===== config.mk =====
export PLATFORM = sky130hd
export DESIGN_NAME = strobe_sampler
export DESIGN_NICKNAME = d
export VERILOG_FILES = /design/src/rtl/strobe_sampler_pkg.sv /design/src/rtl/sampler_sync_edge.sv /design/src/rtl/sampler_req_ctl.sv /design/src/rtl/sampler_data_hold.sv /design/src/rtl/strobe_sampler.sv
export SDC_FILE = /design/constraint.sdc
export NUM_CORES = 1
export LEC_CHECK = 0
export BUFFER_PORTS_ARGS = -buffer_cell sky130_fd_sc_hd__buf_2
export CORE_MARGIN = 4
export CORE_UTILIZATION = 41
export DETAILED_ROUTE_END_ITERATION = 7
export MAX_ROUTING_LAYER = met4
export PLACE_DENSITY_LB_ADDON = 0.12
export REMOVE_ABC_BUFFERS = 1
export SETUP_SLACK_MARGIN = 0.5
export SYNTH_ARGS = -nofsm -noshare
export SYNTH_HDL_FRONTEND = slang
export SYNTH_SLANG_ARGS = --single-unit

===== constraint.sdc =====
create_clock -name clk -period 2 [get_ports clk]
set_input_delay 0.1 -clock clk [delete_from_list [all_inputs] [get_ports clk]]
set_output_delay 0.1 -clock clk [all_outputs]
set_load 0.01 [all_outputs]

===== src/rtl/strobe_sampler_pkg.sv =====
package strobe_sampler_pkg;
   typedef enum logic {
      CONV_IDLE = 1'b0,
      CONV_BUSY = 1'b1
   } conv_state_e;
endpackage


===== src/rtl/sampler_sync_edge.sv =====
// Multi-stage synchronizer followed by a rising-edge detector.
module sampler_sync_edge #(
   parameter int STAGES = 2
) (
   input  logic clk,
   input  logic rst,
   input  logic async_in,
   output logic rise_o
);
   localparam int LAST = STAGES - 1;

   generate
      if (STAGES < 2) begin : g_bad_stages
         $error("sampler_sync_edge: STAGES must be at least 2");
      end
   endgenerate

   logic [STAGES-1:0] chain_q;
   logic              last_q;

   always_ff @(posedge clk) begin
      if (rst) begin
         chain_q <= '0;
         last_q  <= 1'b0;
      end else begin
         chain_q <= {chain_q[STAGES-2:0], async_in};
         last_q  <= chain_q[LAST];
      end
   end

   assign rise_o = chain_q[LAST] & ~last_q;
endmodule


===== src/rtl/sampler_req_ctl.sv =====
// Request / completion / overrun control for one outstanding conversion.
module sampler_req_ctl
   import strobe_sampler_pkg::*;
(
   input  logic clk,
   input  logic rst,
   input  logic rise_i,
   input  logic valid_i,
   output logic req_o,
   output logic load_o,
   output logic ready_o,
   output logic overrun_o
);
   conv_state_e state_q;
   logic        ready_q;
   logic        ovr_q;

   assign load_o = (state_q == CONV_BUSY) && valid_i;

   always_ff @(posedge clk) begin
      if (rst) begin
         state_q <= CONV_IDLE;
         ready_q <= 1'b0;
         ovr_q   <= 1'b0;
      end else if (rise_i) begin
         if ((state_q == CONV_BUSY) && !valid_i) begin
            ovr_q <= 1'b1;
         end else begin
            state_q <= CONV_BUSY;
            ready_q <= 1'b0;
         end
      end else if (load_o) begin
         state_q <= CONV_IDLE;
         ready_q <= 1'b1;
      end
   end

   assign req_o     = (state_q == CONV_BUSY);
   assign ready_o   = ready_q;
   assign overrun_o = ovr_q;
endmodule


===== src/rtl/sampler_data_hold.sv =====
// Output data register: idle value after reset, loads only on completion.
module sampler_data_hold #(
   parameter int                DATA_W     = 8,
   parameter logic [DATA_W-1:0] IDLE_VALUE = '0
) (
   input  logic              clk,
   input  logic              rst,
   input  logic              load_i,
   input  logic [DATA_W-1:0] din_i,
   output logic [DATA_W-1:0] dout_o
);
   generate
      if (DATA_W < 1) begin : g_bad_width
         $error("sampler_data_hold: DATA_W must be positive");
      end
   endgenerate

   always_ff @(posedge clk) begin
      if (rst)         dout_o <= IDLE_VALUE;
      else if (load_i) dout_o <= din_i;
   end
endmodule


===== src/rtl/strobe_sampler.sv =====
module strobe_sampler #(
   parameter int                DATA_W      = 8,
   parameter int                SYNC_STAGES = 2,
   parameter logic [DATA_W-1:0] IDLE_VALUE  = '0
) (
   input  logic              clk,
   input  logic              rst,
   input  logic              strobe_in,
   output logic              smp_req,
   input  logic              smp_valid,
   input  logic [DATA_W-1:0] smp_data,
   output logic [DATA_W-1:0] pdata,
   output logic              data_ready,
   output logic              overrun
);
   logic strobe_rise;
   logic load_en;

   sampler_sync_edge #(.STAGES(SYNC_STAGES)) sync_i (
      .clk      (clk),
      .rst      (rst),
      .async_in (strobe_in),
      .rise_o   (strobe_rise)
   );

   sampler_req_ctl ctl_i (
      .clk       (clk),
      .rst       (rst),
      .rise_i    (strobe_rise),
      .valid_i   (smp_valid),
      .req_o     (smp_req),
      .load_o    (load_en),
      .ready_o   (data_ready),
      .overrun_o (overrun)
   );

   sampler_data_hold #(.DATA_W(DATA_W), .IDLE_VALUE(IDLE_VALUE)) hold_i (
      .clk    (clk),
      .rst    (rst),
      .load_i (load_en),
      .din_i  (smp_data),
      .dout_o (pdata)
   );
endmodule


==> flow_summary.json <==
{
  "status": "complete, no violations",
  "hold_class": "primary input to flop",
  "yosys.area.top_type": "dfxtp_1",
  "die_width_um": 46.2,
  "path_cells": "buf_2",
  "nFillCells": 128,
  "synth_top_area_frac": 0.469,
  "synth-compound-area-share": 0.259,
  "power_switching_uw": 112,
  "relSlewSlack": 0.572,
  "slowest_stage": "dfxtp_1",
  "htreeDepth": 1,
  "p_comb_frac": 0.081,
  "internal-power_uw": 374,
  "path_depth": 1,
  "routed_via_density": 4.91,
  "drtIter0Drc": 8,
  "place_congestion": 0.671,
  "grt_usage": 0.107,
  "synth-async-reset-ratio": 0,
  "r2r_end": "ctl_i.ready_o",
  "cts_resized": 0,
  "rsz0062_at_grt": "false",
  "cts-root-buf": "clkbuf_4",
  "port_buffers": 22,
  "reg2reg_slack_ps": 700,
  "skew_ps": 3.26,
  "rows": 13,
  "dr.pass1.iters": 3,
  "cts_made_buffers": 3,
  "synth-edff-count": 0,
  "p_seq_frac": 0.598,
  "setup_violations": 0,
  "via_count": 452,
  "grt_max_degree": 21,
  "postCtsHoldBufs": 0,
  "hpwl_um": 716,
  "timing.final.hold_violations": 0,
  "antennaDiodeCount": 0,
  "initial_utilization": 0.448,
  "clock-sinks": 14,
  "clock_path_buffers": 2,
  "post-cts-setup-buffers": 0,
  "timing.final.crit_share": 0.680,
  "crit_start": "ctl_i.req_o",
  "worstSetupEndpoint": "smp_req",
  "critPathRequiredTime_ps": 1900,
  "grt_pass1_vias": 364,
  "ys_seq_area_frac": 0.469,
  "synth_top_family_by_area": "compound AO/OA/AOI/OAI gates",
  "synthToLayoutAreaGrowth_pct": 16.9,
  "cts.clk_slew.worst_paths_ps": 80,
  "synthTopCellsByArea": "dfxtp_1 47%, a21bo_2 12%, buf_6 7.5%",
  "overflow": 0,
  "slew_viol_final": 0,
  "rr_startpoint": "ctl_i.req_o",
  "multi_input_area_sq_um": 264,
  "grt_pass1_wl_um": 1570,
  "arrival_ps": 1260,
  "max-cap-violations": 0,
  "netlist_instances": 57,
  "syn-cell-area_sq_um": 598,
  "min_path_cells": 2,
  "syn_area_per_cell_sq_um": 10.5,
  "p_leak_uw": 0.000310,
  "synth_mux_area_frac": 0,
  "wl_per_cell_um": 11.6,
  "cts_tree": "done",
  "synth.ff_latch_count": 14,
  "synthSimpleGateAreaFrac": 0.182,
  "cp_slowest_stage_delay_ps": 740,
  "setup_tns_ps": 0,
  "dieArea_sq_um": 2130,
  "layout.nets": 91,
  "synth_xor_area_frac": 0,
  "antenna_found_initial": 0,
  "period_needed_ps": 1360,
  "pwr-share-clk": 0.321,
  "netlist-cell-type-count": 17,
  "vdd_drop_max_mv": 0.397,
  "whs_ps": 33.0,
  "drive_gt1_frac": 0.455,
  "synth_warnings": 0,
  "rr_worst_depth": 2,
  "chipHeight_um": 46.2,
  "worst-path-buf-inv": 1,
  "critPathCaptureType": "primary output",
  "drc_errors": 0,
  "insertion_delay_ps": 270,
  "core_sq_um": 1330,
  "max_clock_freq_mhz": 735,
  "drt-total-wl_um": 1070,
  "final_util": 0.524,
  "criticalPathCategory": "flop to primary output",
  "power.density_nw_per_um2": 696,
  "tightest_slew_ps": 641,
  "cp_max_fo": 20,
  "critical_path.top_delay_family": "flip-flops",
  "ys.flop_type": "dfxtp_1",
  "ant_nets": 0,
  "start_kind": "flop",
  "switching_share": 0.231,
  "seq_area_sq_um": 280,
  "synth_adder_area_share": 0,
  "io_pins": 23
}
-- area by class of cell --
cell class	count	area share
inverter	1	0.00537
multi-input combinational	37	0.377
clock buffer	3	0.0322
sequential	14	0.401
timing repair buffer	22	0.157
tap	15	0.0268
-- registers in the layout, indices dropped and copies added, names as in the netlist --
| signal | flops |
|---|---|
| ctl_i.req_o | 1 |
| hold_i.dout_o | 8 |
| ctl_i.overrun_o | 1 |
| sync_i.last_q | 1 |
| ctl_i.ready_o | 1 |
| sync_i.chain_q | 2 |
-- synth_stat cells (4+ instances only) --
| cell type | number |
|---|---|
| a21bo_2 | 7 |
| a21oi_1 | 8 |
| buf_6 | 4 |
| dfxtp_1 | 14 |
| nand3_1 | 8 |
| nor2b_1 | 5 |
-- worst min-delay path by stage --
stage,slack (ps),startpoint,endpoint
6_report,30,strobe_in,sync_i.chain_q[0]
5_1_grt,30,strobe_in,sync_i.chain_q[0]
4_1_cts,30,strobe_in,sync_i.chain_q[0]
3_5_place_dp,320,strobe_in,sync_i.chain_q[0]
3_3_place_gp,310,strobe_in,sync_i.chain_q[0]
2_1_floorplan,160,rst,hold_i.dout_o[3]
-- worst register-to-register path: stages (launching register included) --
cell and delay (ps):
dfxtp_1 740, or2b_1 290, o32ai_2 190
-- power groups by stage --
stage	registers (uW)	clock network, uW	logic [uW]
floorplan	298	0	12.9
global route	292	171	43.1
detailed placement	298	0	39.8
finish	291	156	39.3
CTS	291	159	39.9
global placement	297	0	39.1
-- cells in the final DEF, fill, tap and decap left out, types with 3 or more instances in the layout --
cell type and instances:
buf_2 22, dfxtp_1 14, nand3_1 8, a21oi_1 8
a21bo_2 7, nor2b_1 5, clkbuf_4 3
-- through the flow --
step                      worst slack, ps  instances  total power (uW)  area [sq um]
after global placement                776         89               337           677
after global routing                  597         92               506           699
after floorplan                       842         52               311           548
after CTS                             653         92               491           699
after detailed placement              730         89               338           677
final                                 640         92               487           699
-- routing by layer --
metal  routed length, um  global-route usage  vias up  part of all wire
met5                   0                   -        -                 0
met4                  15              0.0511        0             0.014
met3                  88              0.0352        2             0.083
met2                 400               0.132       18              0.38
met1                 561               0.153      192              0.53
li1                    -                   -      240                 -
-- logic make-up after synthesis --
logic type | after synthesis
compound gates | 19
buf+inv | 6
flops | 14
simple gates | 18
(Power assumes the default switching activity.)
